<file path="src/rtl/ubus_xcvr_pkg.sv">
package ubus_xcvr_pkg;

    // Controller state: {pass control, strobe level} seen at the last clk edge
    typedef enum logic [1:0] {
        ST_SHUT_LO = 2'b00,
        ST_SHUT_HI = 2'b01,
        ST_OPEN_LO = 2'b10,
        ST_OPEN_HI = 2'b11
    } path_state_t;

    function automatic path_state_t state_of(input logic pass, input logic strobe);
        path_state_t s;
        unique case ({pass, strobe})
            2'b00:   s = ST_SHUT_LO;
            2'b01:   s = ST_SHUT_HI;
            2'b10:   s = ST_OPEN_LO;
            default: s = ST_OPEN_HI;
        endcase
        return s;
    endfunction

    function automatic logic strobe_was_low(input path_state_t s);
        return (s == ST_SHUT_LO) || (s == ST_OPEN_LO);
    endfunction

endpackage

</file>
<file path="src/rtl/ubus_bus_hold.sv">
module ubus_bus_hold #(
    parameter int WIDTH  = 18,
    parameter bit ENABLE = 1'b1
) (
    input  logic             clk,
    input  logic             rst,
    input  logic [WIDTH-1:0] din,
    input  logic [WIDTH-1:0] vld,
    output logic [WIDTH-1:0] dout
);

    generate
        if (ENABLE) begin : g_hold
            logic [WIDTH-1:0] last_q;

            for (genvar i = 0; i < WIDTH; i++) begin : g_bit
                always_ff @(posedge clk) begin
                    if (rst) begin
                        last_q[i] <= 1'b0;
                    end else if (vld[i]) begin
                        last_q[i] <= din[i];
                    end
                end

                always_comb begin
                    dout[i] = vld[i] ? din[i] : last_q[i];
                end
            end
        end else begin : g_pass
            // Without bus hold an undriven bit is taken at face value
            logic unused_ok;
            assign unused_ok = &{1'b0, clk, rst, vld};
            assign dout      = din;
        end
    endgenerate

endmodule

</file>
<file path="src/rtl/ubus_path.sv">
module ubus_path
    import ubus_xcvr_pkg::*;
#(
    parameter int WIDTH = 18
) (
    input  logic             clk,
    input  logic             rst,
    input  logic             pass,
    input  logic             strobe,
    input  logic [WIDTH-1:0] din,
    output logic [WIDTH-1:0] dout
);

    path_state_t      state_q;
    path_state_t      state_d;
    logic             fire;
    logic [WIDTH-1:0] store_q;

    // Next state and capture decision
    always_comb begin
        state_d = state_of(pass, strobe);
        fire    = 1'b0;
        unique case (state_q)
            ST_SHUT_LO, ST_OPEN_LO: fire = !pass && strobe;
            ST_SHUT_HI, ST_OPEN_HI: fire = 1'b0;
            default:                fire = 1'b0;
        endcase
    end

    // State register
    always_ff @(posedge clk) begin
        if (rst) begin
            state_q <= state_of(pass, strobe);
        end else begin
            state_q <= state_d;
        end
    end

    // Storage cell: latch while open, register on fire
    always_ff @(posedge clk) begin
        if (rst) begin
            store_q <= '0;
        end else if (pass || fire) begin
            store_q <= din;
        end
    end

    // Outputs: transparent while open, stored value otherwise
    always_comb begin
        unique case (state_d)
            ST_OPEN_LO, ST_OPEN_HI: dout = din;
            ST_SHUT_LO, ST_SHUT_HI: dout = store_q;
            default:                dout = store_q;
        endcase
    end

endmodule

</file>
<file path="src/rtl/ubus_xcvr.sv">
module ubus_xcvr #(
    parameter int WIDTH    = 18,
    parameter bit BUS_HOLD = 1'b1
) (
    input  logic             clk,
    input  logic             rst,
    input  logic [WIDTH-1:0] a_in,
    input  logic [WIDTH-1:0] a_vld,
    output logic [WIDTH-1:0] a_out,
    output logic             a_drv,
    input  logic [WIDTH-1:0] b_in,
    input  logic [WIDTH-1:0] b_vld,
    output logic [WIDTH-1:0] b_out,
    output logic             b_drv,
    input  logic             ab_pass,
    input  logic             ab_strobe,
    input  logic             ab_drive,
    input  logic             ba_pass,
    input  logic             ba_strobe,
    input  logic             ba_drive
);

    logic [WIDTH-1:0] a_eff;
    logic [WIDTH-1:0] b_eff;

    ubus_bus_hold #(.WIDTH(WIDTH), .ENABLE(BUS_HOLD)) u_hold_a (
        .clk (clk),
        .rst (rst),
        .din (a_in),
        .vld (a_vld),
        .dout(a_eff)
    );

    ubus_bus_hold #(.WIDTH(WIDTH), .ENABLE(BUS_HOLD)) u_hold_b (
        .clk (clk),
        .rst (rst),
        .din (b_in),
        .vld (b_vld),
        .dout(b_eff)
    );

    ubus_path #(.WIDTH(WIDTH)) u_path_ab (
        .clk   (clk),
        .rst   (rst),
        .pass  (ab_pass),
        .strobe(ab_strobe),
        .din   (a_eff),
        .dout  (b_out)
    );

    ubus_path #(.WIDTH(WIDTH)) u_path_ba (
        .clk   (clk),
        .rst   (rst),
        .pass  (ba_pass),
        .strobe(ba_strobe),
        .din   (b_eff),
        .dout  (a_out)
    );

    assign b_drv = ab_drive;
    assign a_drv = ba_drive;

endmodule

</file>
<file path="config.mk">
export PLATFORM = sky130hd
export DESIGN_NAME = ubus_xcvr
export DESIGN_NICKNAME = d
export VERILOG_FILES = /design/src/rtl/ubus_xcvr_pkg.sv /design/src/rtl/ubus_bus_hold.sv /design/src/rtl/ubus_path.sv /design/src/rtl/ubus_xcvr.sv
export SDC_FILE = /design/constraint.sdc
export NUM_CORES = 1
export LEC_CHECK = 0
export BUFFER_PORTS_ARGS = -buffer_cell sky130_fd_sc_hd__buf_2
export CAP_MARGIN = 15
export CORE_MARGIN = 2
export CORE_UTILIZATION = 53
export CTS_BUF_LIST = sky130_fd_sc_hd__clkbuf_4
export DETAILED_ROUTE_END_ITERATION = 10
export GPL_TIMING_DRIVEN = 0
export PLACE_DENSITY = 0.84
export SLEW_MARGIN = 20
export SYNTH_ARGS = -nofsm -noshare
export SYNTH_HDL_FRONTEND = slang
export SYNTH_HIERARCHICAL = 1
export SYNTH_SLANG_ARGS = --single-unit
</file>
<file path="constraint.sdc">
create_clock -name clk -period 1.2 [get_ports clk]
set_input_delay 0.12 -clock clk [delete_from_list [all_inputs] [get_ports clk]]
set_output_delay 0.12 -clock clk [all_outputs]
set_load 0.02 [all_outputs]
</file>
### Yosys cells after proc, flatten, opt, wreduce, memory -nomap -nowiden

Cells that the tools add are included.

| storage, ports and cells | value |
|---|---|
| input port bits | 80 |
| output and inout bits | 38 |
| register bits after elaboration | 76 |

| operators by class | value |
|---|---|
| reductions and logical operators | 20 |
| mux-type cells | 42 |
| eq/ne operators | 16 |

Operators by type and width:

| cell | count |
|---|---|
| case mux 18 bit (2 select lines) | 2 |
| two-way mux 1 bit | 36 |
| equality test 2 bit, second input constant | 10 |
| OR reduction 2 bit | 8 |
| equality test 2 x 1 -> 1 bit, second input constant | 6 |
| logical NOT 2 bit | 6 |
| case mux 2 bit (3 select lines) | 2 |
| case mux 1 bit (2 select lines) | 2 |
| logical AND 1 bit | 2 |
| logical NOT 1 bit | 2 |
| logical OR 1 bit | 2 |

### Logic depth before layout (Yosys ltp)

Gate-level depths: netlist (run 1).

| logic depth | value |
|---|---|
| word-level depth | 5 |
| mapped depth | 5 |
| depth with buffers taken out | 3 |

### Cells and area by module

Netlist (run 1), hierarchy kept.

By module, submodules not included:

| module | area an instance (sq um) | cells an instance | instances |
|---|---|---|---|
| ubus_path | 1,111.1 | 101 | 2 |
| ubus_bus_hold | 783.3 | 55 | 2 |
| ubus_xcvr | 15.0 | 2 | 1 |

### Least setup slack after synthesis (run 1)

OpenSTA, ideal clock, no wires.

| timing path | value |
|---|---|
| path kind | register -> register |
| start point | reg u_path_ab.state_q[0] |
| end point | reg u_path_ab.store_q[0] |
| slack | 0.217 ns |
| arrival time | 0.911 ns |
| library setup time | 0.072 ns |
| data required time | 1.128 ns |
| buffers on the path | 2 |
| cell stages (with the launch flop) | 6 |
| path through | dfxtp_1 -> inv_1 -> a21oi_2 -> buf_6 -> buf_12 -> mux2i_1 |

| between the ends | value |
|---|---|
| longest elaborated chain between the ends | 4 |
| elaborated cells on any way between the ends | 8 |
| classes of those cells | 3 x eq/ne; 1 x mux; 4 x reduce/logical |

RTL lines:

| element | RTL line | RTL |
|---|---|---|
| start: declaration | ubus_path.sv:14 | `path_state_t state_q;` |
| start signal: assignment | ubus_path.sv:33 | `state_q <= state_of(pass, strobe);` |
| start signal: assignment | ubus_path.sv:35 | `state_q <= state_d;` |
| equality test 2 x 1 -> 1 bit, or another cell as far along | ubus_path.sv:23 | `unique case (state_q)` |
| OR reduction 2 bit | ubus_path.sv:23 |  |
| case mux 1 bit (2 select lines) * | ubus_path.sv:23 |  |
| logical OR 1 bit * | ubus_path.sv:43 | `end else if (pass \|\| fire) begin` |
| end signal: assignment | ubus_path.sv:44 | `store_q <= din;` |
| end: declaration | ubus_path.sv:17 | `logic [WIDTH-1:0] store_q;` |

Mark *: on every way between the ends. The rest lies on a longest branch, timed or not.
A chain may end at the register's enable or synchronous reset.

### Final worst setup path (run 1)

| timing path | value |
|---|---|
| start point | reg u_hold_b.g_hold.last_q[7] |
| end point | out a_out[7] |

| between the ends | value |
|---|---|
| longest elaborated chain between the ends | 2 |

RTL lines:

| element | RTL line | RTL |
|---|---|---|
| start: declaration | ubus_bus_hold.sv:14 | `logic [WIDTH-1:0] last_q;` |
| start signal: indexed assignment | ubus_bus_hold.sv:21 | `last_q[i] <= din[i];` |
| two-way mux 1 bit | ubus_bus_hold.sv:26 | `dout[i] = vld[i] ? din[i] : last_q[i];` |
| via b_eff[7] | ubus_xcvr.sv:24 | `logic [WIDTH-1:0] b_eff;` |
| case mux 18 bit (2 select lines) | ubus_path.sv:50 | `unique case (state_d)` |
| end: declaration | ubus_xcvr.sv:9 | `output logic [WIDTH-1:0] a_out,` |

The timed path passes the listed nets, and every way through them passes these cells.

==> results.sh, run 1 <==
export IMPL_status="finished with violations"
export IMPL_violations="setup timing"
export IMPL_critPathSlowestCell="dfxtp_2"
export IMPL_area_delta_synth_final_pct=41.2
export IMPL_share_comb_of_total_power_pct=27.2
export IMPL_cts_tree="built"
export IMPL_setup_viol=36
export IMPL_start_util_pct=55.4
export IMPL_cp_slowest_stage_delay_ps=330
export IMPL_fin_util_pct=78.2
export IMPL_min_path_cells=3
export IMPL_synth_nets=394
export IMPL_async_flop_share_pct=0
export IMPL_end_kind="primary output"
export IMPL_cp_common_cell="mux2_4"
export IMPL_grt_pass1_wl_mm=13.5
export IMPL_ir_drop_uv=691
export IMPL_grt_max_degree=37
export IMPL_clock_path_buffers=2
export IMPL_postSynthAreaPerCell_um2=12.1
export IMPL_clock_fmax_ghz=0.643
export IMPL_critPathLaunchType="flop"
export IMPL_max_slew_margin_rel_pct=60.2
export IMPL_final_layout_size_suffix_gt1_share_pct=59.1
export IMPL_cts_sinks=74
export IMPL_rsz0062_at_grt="true"
export IMPL_overflow=0
export IMPL_root_buffer="clkbuf_4"
export IMPL_n_antenna_cell=0
export IMPL_dr_first_iter_drc_count=38
export IMPL_dp_slack_ps=-157
export IMPL_route_vias_total=2887
export IMPL_antenna_left=0
export IMPL_synth_edf_count=0
export IMPL_worstPathMaxFanout=2
export IMPL_die_h_um=88.7
export IMPL_io_buffers=115
export IMPL_seqPwrFrac_pct=44.7
export IMPL_synth_ff_type="dfxtp_1"
export IMPL_htreeDepth=3
export IMPL_cts_buffers=9
export IMPL_finalCritPeriodShare_pct=130
export IMPL_dr_pass1_iters=4
export IMPL_setup_slack_ps=-354
export IMPL_total_power_uw=6000
export IMPL_switching_share_pct=26.3
export IMPL_worst_slew_pin_slew_ps=597
export IMPL_r2r_cells=5
export IMPL_vias_per_cell=4.88
export IMPL_coreArea_um2=6870
export IMPL_final_hold_viol_count=0
export IMPL_fp_dieW_um=88.7
export IMPL_finalNetCount=571
export IMPL_final_cell_area_um2=5370
export IMPL_row_count=30
export IMPL_period_minus_slack_ps=1550
export IMPL_clk_latency_ps=410
export IMPL_synth_seq_cells=74
export IMPL_place_inst=525
export IMPL_clk_pin_slew_worst_paths_ps=130
export IMPL_pin_count=118
export IMPL_fin_skew_ps=18.2
export IMPL_wl_per_cell_um=15.1
export IMPL_hold_path_class="in2reg"
export IMPL_place_hpwl_mm=5.37
export IMPL_placed_area_um2=4500
export IMPL_power_density_nw_per_um2=1120
export IMPL_track_usage_pct=22.6
export IMPL_yosysSeqAreaShare_pct=38.9
export IMPL_power_frac_clock_pct=28.1
export IMPL_wirelength_mm=8.93
export IMPL_final_instance_count_excl_fill=592
export IMPL_route_detailed_drc=0
export IMPL_crit_chain="mux2_4, mux2_4, buf_6"
export IMPL_crit_type="reg2out"
export IMPL_leakagePower_uw=0.00259
export IMPL_maxCapViolations=0
export IMPL_drv_slew=0
export IMPL_antenna_found_initial=0
export IMPL_worstPathArrival_ps=1430
export IMPL_synth_area_um2=3800
export IMPL_worstPathRequired_ps=1080
export IMPL_p_int_uw=4420
export IMPL_die_area_um2=7870
export IMPL_grt_pass1_vias=2933
export IMPL_synth_cell_types=16
export IMPL_power_switching_uw=1580
export IMPL_gp_congestion=0.785
export IMPL_yosys_warnings=6
export IMPL_syn_inst=314
## state kept, by name, indices dropped and copies added (netlist names)
| name | cells |
|---|---|
| u_path_ba/state_q | 1 |
| u_path_ba/store_q | 18 |
| u_hold_b/g_hold.last_q | 18 |
| u_path_ab/store_q | 18 |
| u_hold_a/g_hold.last_q | 18 |
| u_path_ab/state_q | 1 |
## logic make-up (layout without fill, tap and decap cells)
kind of cell / after synthesis / in the layout / share of synthesized area, %
mux: 108 / 108 / 35.9
simple gates: 108 / 108 / 19.9
flops: 74 / 74 / 38.9
buf+inv: 22 / 204 / 4.80
compound gates: 2 / 2 / 0.461
## area by class of cell
type	instances	area (um2)
clock buffer	9	67.6
fill	447	1500
multi-input combinational	218	2220
tap	96	120
inverter	2	7.51
timing repair buffer	166	1200
buffer	20	175
sequential	74	1490
clock inverter	7	83.8
## synthesized netlist by cell type (4+ instances only)
library cell,count,area share [%]
nor2b_4,4,1.4
buf_6,4,1.2
mux2_4,52,21
mux2i_1,36,9.5
buf_4,4,0.79
clkbuf_1,8,0.79
dfxtp_1,74,39
nor2b_1,8,1.3
nand2b_1,72,12
and2b_1,8,1.6
mux2_2,20,5.9
nor2b_2,16,3.7
## timing repair
action / in CTS / in global routing
hold buffers: 2 / 0
gates cloned: 0 / 2
endpoints found under the setup margin: 36 / 47
buffers inserted: 31 / 16
hold endpoints to repair: 2 / 0
pin swaps: 0 / 1
gates resized for setup: 98 / 4
## through the flow
stage | hold WS [ps] | setup TNS, ps
2_1_floorplan | 192 | 0
3_3_place_gp | 324 | -4080
3_5_place_dp | 326 | -4030
4_1_cts | 21.8 | -12500
5_1_grt | 52.1 | -13190
6_report | 59.9 | -11300
## path summary, 6_finish.rpt
path                                              from                                     to  slack, ps
setup / recovery  u_hold_b/g_hold.last_q[7]$_SDFF_PP0_                               a_out[7]       -350
setup reg to reg          u_path_ab/state_q[0]$_DFF_P_     u_path_ab/store_q[13]$_SDFFE_PP0P_         40
hold / removal                                b_in[16]  u_hold_b/g_hold.last_q[16]$_SDFF_PP0_         60
hold reg to reg     u_path_ab/store_q[12]$_SDFFE_PP0P_     u_path_ab/store_q[12]$_SDFFE_PP0P_        490
## cells in the final DEF (no fill, tap or decap)
master,count
dfxtp_1,65
a21oi_2,2
dlygate4sd3_1,2
inv_1,2
buf_6,40
clkbuf_1,8
buf_2,80
clkinv_2,1
clkinv_1,3
mux2i_1,35
nor2b_4,4
mux2_4,72
buf_12,2
bufinv_16,2
clkbuf_16,1
buf_8,2
clkbuf_4,9
buf_4,51
and2b_1,8
clkinvlp_4,1
nor2b_2,16
nor2b_1,8
dfxtp_2,9
mux2i_2,1
nand2b_1,72
## worst max-delay path, delay by kind of cell (launching register included)
kind	cells	cell delay, ps
flops	1	330
buf+inv	1	130
mux	2	560
## per-layer routing
layer	GRT usage, %	vias up	part of all wire, %
met5	0	-	0
met4	10.9	0	2.0
met2	41.2	78	54
met3	3.73	14	3.5
met1	25.3	1395	41
li1	-	1400	-
## power groups by stage
| stage | sequential, uW | combinational [uW] | clock (uW) |
|---|---|---|---|
| 2_1_floorplan | 2710 | 860 | 0 |
| 3_3_place_gp | 2720 | 1180 | 0 |
| 3_5_place_dp | 2730 | 1210 | 0 |
| 4_1_cts | 2680 | 1540 | 1740 |
| 5_1_grt | 2700 | 1730 | 1830 |
| 6_report | 2680 | 1630 | 1690 |
Note: power is estimated with default switching activity, not from simulation.
==> run 2: changes to the inputs <==
Settings changed: CORE_UTILIZATION 53 to 51, CTS_BUF_LIST sky130_fd_sc_hd__clkbuf_4 to not set, PLACE_DENSITY 0.84 to 0.82.
==> run 2 against run 1 <==
  * The run still ends with setup timing left
  * Routed wire length fell by 2.8%
  * Power rose by 3.9%
  * Clock skew fell by 7.4 ps
  * Global-route usage fell by 1.2 points
  * First-iteration DRC count rose by 7.9%
  * Critical path type unchanged
  * Critical endpoint is now b_out[15]
  * Highest routed layer unchanged
==> results.sh, run 2 (synthesized netlist as in run 1, its figures left out) <==
export IMPL_clock_fmax_ghz=0.689
export IMPL_end_kind="primary output"
export IMPL_tns_ps=-8260
export IMPL_cts_buffers=9
export IMPL_drv_slew=0
export IMPL_start_util_pct=52.4
export IMPL_antenna_left=0
export IMPL_grt_pass1_vias=3056
export IMPL_antenna_found_initial=0
export IMPL_r2r_cells=4
export IMPL_io_buffers=115
export IMPL_gp_congestion=0.767
export IMPL_row_count=31
export IMPL_place_hpwl_mm=5.40
export IMPL_ir_drop_uv=751
export IMPL_maxCapViolations=0
export IMPL_track_usage_pct=21.4
export IMPL_status="finished with violations"
export IMPL_setup_worst_path_end="b_out[15]"
export IMPL_area_delta_synth_final_pct=41.6
export IMPL_power_density_nw_per_um2=1160
export IMPL_rsz0062_at_grt="true"
export IMPL_final_cell_mix="buf_2, mux2_4, nand2b_1"
export IMPL_final_hold_viol_count=0
export IMPL_final_cell_area_um2=5390
export IMPL_wl_per_cell_um=14.7
export IMPL_max_slew_margin_rel_pct=57.6
export IMPL_worstPathArrival_ps=1330
export IMPL_htreeDepth=3
export IMPL_route_detailed_drc=0
export IMPL_grt_pass1_wl_mm=14.1
export IMPL_n_antenna_cell=0
export IMPL_die_area_um2=8160
export IMPL_r2r_start="u_hold_b/g_hold.last_q[6]$_SDFF_PP0_"
export IMPL_critPathLaunchType="flop"
export IMPL_dr_pass1_iters=4
export IMPL_route_vias_total=2825
export IMPL_violations="setup timing"
export IMPL_setup_viol=36
export IMPL_dr_wl_met2_mm=4.49
export IMPL_coreArea_um2=7250
export IMPL_clock_path_buffers=2
export IMPL_timing_hold_ws_ps=140
export IMPL_finalCritPeriodShare_pct=121
export IMPL_leakagePower_uw=0.00258
export IMPL_setup_slack_ps=-252
export IMPL_root_buffer="clkbuf_8"
export IMPL_final_instance_count_excl_fill=589
export IMPL_fin_util_pct=74.3
export IMPL_r2r_end="u_hold_b/g_hold.last_q[6]$_SDFF_PP0_"
export IMPL_routed_top_layer="met4"
export IMPL_fp_dieW_um=90.4
export IMPL_cts_sinks=74
export IMPL_final_layout_size_suffix_gt1_share_pct=58.4
export IMPL_r2r_setup_slack_ps=110
export IMPL_period_minus_slack_ps=1450
export IMPL_clk_pin_slew_worst_paths_ps=80
export IMPL_fin_skew_ps=10.8
export IMPL_crit_start="u_hold_a/g_hold.last_q[15]$_SDFF_PP0_"
export IMPL_dr_first_iter_drc_count=41
export IMPL_finalNetCount=565
export IMPL_wl_met3_um=260
export IMPL_worstPathMaxFanout=3
export IMPL_pin_count=118
export IMPL_crit_type="reg2out"
export IMPL_cts_tree="built"
export IMPL_clk_latency_ps=340
export IMPL_vias_per_cell=4.80
export IMPL_wl_met1_mm=3.73
export IMPL_overflow=0
export IMPL_die_h_um=90.4
export IMPL_fill_cells=504
export IMPL_wirelength_mm=8.69
export IMPL_place_inst=528
export IMPL_min_path_cells=3
export IMPL_layout_cells_most_common="buf_2"
export IMPL_placed_area_um2=4500
export IMPL_grt_max_degree=37
export IMPL_hold_path_class="in2reg"
export IMPL_worstPathRequired_ps=1080
export IMPL_worst_slew_pin_slew_ps=636
[run 2: through the flow]
stage / worst slack (ps) / power (uW)
after global placement: -132 / 3900
final: -252 / 6230
after CTS: -265 / 6200
after detailed placement: -166 / 3940
after global routing: -287 / 6490
after floorplan: 217 / 3570
[run 2: critical path: stages (launching register included)]
cell	delay, ps
dfxtp_2	320
mux2_4	280
mux2_4	270
buf_6	130
[run 2: per-layer routing]
layer  GRT usage (%)  up-vias
met5               0        -
met4            9.36        0
met3            3.01       18
met2            39.7       84
met1            24.1     1343
li1                -     1380
[run 2: how the worst min path moves through the flow]
stage                    from                                     to  slack, ps
CTS                  a_in[10]  u_hold_a/g_hold.last_q[10]$_SDFF_PP0_        130
detailed placement  ba_strobe           u_path_ba/state_q[0]$_DFF_P_        330
finish               a_in[10]  u_hold_a/g_hold.last_q[10]$_SDFF_PP0_        140
global route          a_in[0]   u_hold_a/g_hold.last_q[0]$_SDFF_PP0_        150
global placement    ab_strobe           u_path_ab/state_q[0]$_DFF_P_        320
floorplan                 rst  u_hold_a/g_hold.last_q[10]$_SDFF_PP0_        190
[run 2: layout make-up]
type,instances,area (um2),area share [%]
buffer,20,175,3.25
sequential,74,1490,27.7
timing repair buffer,160,1180,21.8
inverter,2,7.51,0.139
multi-input combinational,218,2220,41.2
clock buffer,12,145,2.69
tap,99,124,2.30
clock inverter,4,51.3,0.952
[run 2: where the power goes]
group / switching, uW / internal (uW) / leakage [uW]
clock network: 916 / 1020 / 0.0000966
registers: 65.6 / 2610 / 0.000613
logic: 641 / 975 / 0.00187
[run 2: repair_timing]
item,CTS,global route
setup endpoints to repair,36,52
pin swaps,0,1
cloned,0,1
setup buffers,32,11
hold buffers,2,0
hold endpoints to repair,2,0
gates resized for setup,98,2
